<file path="config.mk">
export PLATFORM = sky130hd
export DESIGN_NAME = oneShotBank
export DESIGN_NICKNAME = d
export VERILOG_FILES = /design/src/rtl/osPkg.sv /design/src/rtl/osSync.sv /design/src/rtl/osControl.sv /design/src/rtl/osDatapath.sv /design/src/rtl/oneShotBank.sv
export SDC_FILE = /design/constraint.sdc
export NUM_CORES = 1
export LEC_CHECK = 0
export CAP_MARGIN = 20
export CORE_MARGIN = 3
export CORE_UTILIZATION = 30
export CTS_BUF_LIST = sky130_fd_sc_hd__clkbuf_4 sky130_fd_sc_hd__clkbuf_8
export CTS_CLUSTER_DIAMETER = 100
export DETAILED_ROUTE_END_ITERATION = 8
export DONT_BUFFER_PORTS = 1
export PLACE_DENSITY = 0.48
export SYNTH_ARGS = -nofsm -noshare
export SYNTH_HDL_FRONTEND = slang
export SYNTH_SLANG_ARGS = --single-unit
export TNS_END_PERCENT = 50
</file>
<file path="constraint.sdc">
create_clock -name clk -period 2.4 [get_ports clk]
set_input_delay 0.48 -clock clk [delete_from_list [all_inputs] [get_ports clk]]
set_output_delay 0.48 -clock clk [all_outputs]
set_load 0.1 [all_outputs]
</file>
<file path="src/rtl/osPkg.sv">
package osPkg;
  // synchroniser depth for every asynchronous control input
  localparam int SYNC_STAGES = 2;

  // strobes from control to datapath
  typedef struct packed {
    logic load;   // start or restart the width counter
    logic hold;   // clear active: force counter and output idle
  } osStrobe_t;
endpackage

</file>
<file path="src/rtl/osSync.sv">
module osSync #(
  parameter int STAGES = osPkg::SYNC_STAGES
) (
  input  logic clk,
  input  logic rstN,
  input  logic din,
  output logic dout
);
  logic [STAGES-1:0] chain;

  generate
    if (STAGES == 1) begin : gOne
      always_ff @(posedge clk or negedge rstN) begin
        if (!rstN) chain <= '0;
        else       chain <= din;
      end
    end else begin : gMany
      always_ff @(posedge clk or negedge rstN) begin
        if (!rstN) chain <= '0;
        else       chain <= {chain[STAGES-2:0], din};
      end
    end
  endgenerate

  assign dout = chain[STAGES-1];
endmodule

</file>
<file path="src/rtl/osControl.sv">
module osControl #(
  parameter int WIDTH = 8
) (
  input  logic             clk,
  input  logic             rstN,
  input  logic             trigRise,
  input  logic             trigFall,
  input  logic             clrN,
  input  logic             retrigMode,
  input  logic [WIDTH-1:0] width,
  input  logic             busy,
  output osPkg::osStrobe_t strobe
);
  logic riseSync, fallSync, clrSync;
  logic risePrev, fallPrev, clrPrev;
  logic riseQual, fallQual, clearOpen, accept;

  osSync uRiseSync (.clk(clk), .rstN(rstN), .din(trigRise), .dout(riseSync));
  osSync uFallSync (.clk(clk), .rstN(rstN), .din(trigFall), .dout(fallSync));
  osSync uClrSync  (.clk(clk), .rstN(rstN), .din(clrN),     .dout(clrSync));

  always_ff @(posedge clk or negedge rstN) begin
    if (!rstN) begin
      risePrev <= 1'b0;
      fallPrev <= 1'b0;
      clrPrev  <= 1'b0;
    end else begin
      risePrev <= riseSync;
      fallPrev <= fallSync;
      clrPrev  <= clrSync;
    end
  end

  always_comb begin
    riseQual  = riseSync & ~risePrev & fallSync;
    fallQual  = ~fallSync & fallPrev & ~riseSync;
    // clear must have been seen released for a full cycle
    clearOpen = clrSync & clrPrev;
    accept    = clearOpen & (riseQual | fallQual) & (|width) & (retrigMode | ~busy);
    strobe.load = accept;
    strobe.hold = ~clrSync;
  end
endmodule

</file>
<file path="src/rtl/osDatapath.sv">
module osDatapath #(
  parameter int WIDTH = 8
) (
  input  logic             clk,
  input  logic             rstN,
  input  osPkg::osStrobe_t strobe,
  input  logic [WIDTH-1:0] width,
  output logic             busy,
  output logic             q,
  output logic             qN
);
  logic [WIDTH-1:0] remaining;

  always_ff @(posedge clk or negedge rstN) begin
    if (!rstN)                remaining <= '0;
    else if (strobe.load)     remaining <= width;
    else if (strobe.hold)     remaining <= '0;
    else if (remaining != '0) remaining <= remaining - 1'b1;
  end

  assign busy = (remaining != '0);
  assign q    = busy & ~strobe.hold;
  assign qN   = ~q;
endmodule

</file>
<file path="src/rtl/oneShotBank.sv">
module oneShotBank #(
  parameter int NUM_CH = 2,
  parameter int WIDTH  = 8
) (
  input  logic                    clk,
  input  logic                    rstN,
  input  logic [NUM_CH-1:0]       trigRise,
  input  logic [NUM_CH-1:0]       trigFall,
  input  logic [NUM_CH-1:0]       clrN,
  input  logic [NUM_CH-1:0]       retrigMode,
  input  logic [NUM_CH*WIDTH-1:0] pulseWidth,
  output logic [NUM_CH-1:0]       q,
  output logic [NUM_CH-1:0]       qN
);
  genvar ch;
  generate
    for (ch = 0; ch < NUM_CH; ch++) begin : gCh
      osPkg::osStrobe_t strobe;
      logic             busy;
      logic [WIDTH-1:0] chWidth;

      assign chWidth = pulseWidth[ch*WIDTH +: WIDTH];

      osControl #(.WIDTH(WIDTH)) uCtrl (
        .clk(clk), .rstN(rstN),
        .trigRise(trigRise[ch]), .trigFall(trigFall[ch]),
        .clrN(clrN[ch]), .retrigMode(retrigMode[ch]),
        .width(chWidth), .busy(busy), .strobe(strobe)
      );

      osDatapath #(.WIDTH(WIDTH)) uData (
        .clk(clk), .rstN(rstN), .strobe(strobe), .width(chWidth),
        .busy(busy), .q(q[ch]), .qN(qN[ch])
      );
    end
  endgenerate
endmodule

</file>
==> impl_results.md <==
- Reg2reg path depth: 7
- HPWL Detailed: 2810 um
- Diode count: 0
- Slew headroom: between 60% and 70%
- Share of power burned in registers: 31.3%
- Final GP Congestion: 0.848
- Fmax: between 0.4 and 0.5 GHz
- I/O pins: 30
- CP arrival: approximately 1800 ps
- Synth top area share: between 40% and 50%
- Worst Path Required: approximately 1900 ps
- Vias in the first global route: about 1400
- Setup violations, final: 0
- Vert. Die Dim: ~83 um
- CTS clock-pin slew for the worst setup and hold paths: approximately 70 ps
- Area after DPL: ~1900 um2
- Sw power: approximately 1.1 mW
- Fin. Hold Viols: 0
- Crit-path max FO: 9
- Drt total wl: approximately 3900 um
- Avg Vias per Cell: approximately 5.4
- Worst r2r dst: gCh[1].uData.remaining[7]$_DFFE_PN0P_
- Cells after Synth: 163
- Post-route cell area: around 2100 um2
- Min-delay worst type: in2async
- Largest net degree at the start of global routing: 35
- Main synth FF type: dfrtp_1
- Slowest-stage cell, CP: or4_4
- Gr usage total: 11.2%
- Crit-path cells: or4_4, o21ai_4, inv_1, buf_12
- Switching share of total power: between 40% and 50%
- Skew-Pair Late Insertion Delay: around 270 ps
- Port bufs: 0
- RSZ-0062 raised after global routing: yes
- Combinational power share: roughly 53%
- Ys async rst share: between 90% and 100%
- Row cnt: 27
- Cell accounting for the most synthesized area: dfrtp_1
- TritonCTS buffer count: 5
- Initial antenna violation count: 0
- Share of post-route cells with drive strength above 1: between 20% and 30%
- Root Buffer: clkbuf_8
- Area Growth Syn to Fin: 19.4%
- Mapped Nets: between 150 and 200
- Starting DRT DRC Count: 72
- Fin nets: 208
- Num Clock Sinks: 34
- Max incr delay on CP: 630 ps
- First-pass GRT wire length: between 6000 and 7000 um
- DR DRC count: 0
- Die area: slightly below 7000 um2
- Top cells by area, synth: dfrtp_1 47%, mux2_1 4.4%, o311ai_0 3.9%, or4_1 2.9%, ha_1 2.8%
- Count leader, synth: dfrtp_1
- R2r startpoint: gCh[1].uData.remaining[0]$_DFFE_PN0P_
- Avg WL per Cell: 15.4 um
- FF+latch count, synth: 34
- Crit share post-route: 96.2%
- Initial core utilization: approximately a third
- CP endpoint kind: output port
- TritonCTS clock tree: yes
- Int Power: roughly 1.6 mW
- Setup WS pre-CTS: about 160 ps
- Seq/Total Area, Yosys: between 40% and 50%
- H-tree levels: 2
- Leak Pwr: approximately 0.90 nW
- Post-synthesis cell type count: 37
- Top post-synthesis cells by count: 34 x dfrtp_1, 10 x inv_1, 10 x nor2_1
- Final min period: between 2000 and 2500 ps
- Skew final: between 3 and 4 ps
- Kind of critical path: reg2out
- Power density over cell area: 1260 nW/um2
- Tot Pwr: between 2 and 3 mW
- Drt first pass iters: 4
- Total number of vias: around 1400
- Yosys warnings: 0
- Setup Total Neg Slack: 0 ps
- Number of synthesized flops with an enable pin: 0
- Slew @ Worst Pin: ~530 ps
- Grt ovf: 0
- Status: completed
- Post-synth design cell area: approximately 1800 um2
- MaxCap Viol Count: 0
- Clock share of power: 16.0%
- Max Buffers Root-to-Sink: 2
- Syn Area/Cell: 11.0 um2
- Antenna-violating nets left: 0
- Internal reg-to-reg setup slack: 200 ps
- Worst setup SP type: flop
- Count of pins over their slew limit: 0
- VDD IR max: approximately 0.00067 V
- Chip width: 83.3 um
- Min Hold Slack: roughly 30 ps
- Core area: 5640 um2
- Final WS setup: about 91 ps
==> how the worst max path moves through the flow <==
| stage | cells past startpoint | endpoint | start |
|---|---|---|---|
| floorplan | 6 | qN[0] | gCh[0].uData.remaining[0]$_DFFE_PN0P_ |
| CTS | 6 | q[0] | gCh[0].uData.remaining[0]$_DFFE_PN0P_ |
| global placement | 4 | q[0] | gCh[0].uData.remaining[4]$_DFFE_PN0P_ |
| detailed placement | 4 | q[0] | gCh[0].uData.remaining[4]$_DFFE_PN0P_ |
| finish | 4 | q[0] | gCh[0].uData.remaining[4]$_DFFE_PN0P_ |
| global route | 6 | q[1] | gCh[1].uData.remaining[0]$_DFFE_PN0P_ |
==> power groups by stage <==
stage	logic [mW]	clock network [mW]	registers [mW]
after CTS	1.30	0.453	0.859
after floorplan	0.997	0	0.820
final	1.42	0.433	0.847
after global placement	1.19	0	0.856
after detailed placement	1.20	0	0.863
after global routing	1.55	0.488	0.866
==> what timing repair did <==
| item | 4_1_cts | 5_1_grt |
|---|---|---|
| hold buffers | 1 | 0 |
| hold endpoints to repair | 34 | 0 |
| resized for setup | 7 | 2 |
| setup endpoints to repair | 4 | 3 |
| setup buffers | 0 | 10 |
| pin swaps | 0 | 2 |
==> flip-flops by register name, summed over array words and instances, names as in the netlist <==
register	count
gCh.uCtrl.fallPrev	2
gCh.uCtrl.clrPrev	2
gCh.uCtrl.uRiseSync.chain	4
gCh.uCtrl.risePrev	2
gCh.uCtrl.uClrSync.chain	4
gCh.uCtrl.uFallSync.chain	4
gCh.uData.remaining	16
==> worst max-delay path, delay by kind of cell, from the launching register on <==
kind                   cells  cell delay (ps)
AND/OR/NAND/NOR            1              630
AO/OA/AOI/OAI              1              220
buffers and inverters      2              270
flip-flops                 1              430
==> placed cells by master (no fill, tap or decap), drive strengths merged, types with 3 or more instances in the layout <==
cell     count
a21boi       6
a21oi        3
a2bb2oi      4
buf         18
clkbuf       6
dfrtp       34
ha           4
inv         10
mux2         7
nand3        8
nand4b       3
nor2        10
nor3         4
nor3b        4
o211ai       6
o21ai       11
o311ai       8
or4          8
xnor2        3
==> cells by family (layout without fill, tap and decap cells) <==
| family | after synthesis | after routing | share of synthesized area (%) |
|---|---|---|---|
| compound gates | 50 | 50 | 21.3 |
| simple gates | 43 | 43 | 16.0 |
| xor+xnor | 4 | 4 | 1.95 |
| fa+ha+maj | 4 | 4 | 2.79 |
| buf+inv | 20 | 36 | 5.58 |
| mux | 8 | 8 | 4.95 |
| flops | 34 | 34 | 47.4 |
==> per-layer routing <==
metal	wire length, um	share of wire (%)	GRT usage [%]
met5	0	0	0
met2	1810	47	17.2
met4	15	0.39	4.31
met3	274	7.1	5.06
met1	1770	46	13.6
==> metrics by stage <==
step / std cells / utilization [%]
final: 251 / 38.0
after global placement: 232 / 34.0
after CTS: 241 / 36.6
after global routing: 251 / 38.0
after floorplan: 163 / -
after detailed placement: 232 / 34.0
==> layout make-up <==
| cell class | count | area, um2 |
|---|---|---|
| fillers | 550 | 3500 |
| multi-input cells | 109 | 875 |
| flip-flops and latches | 34 | 852 |
| repair buffers | 18 | 193 |
| well taps | 72 | 90.1 |
| clock buffers | 6 | 82.6 |
| inverters | 10 | 37.5 |
| clock inverters | 2 | 12.5 |
No activity file was read; power rests on OpenSTA's default activity.
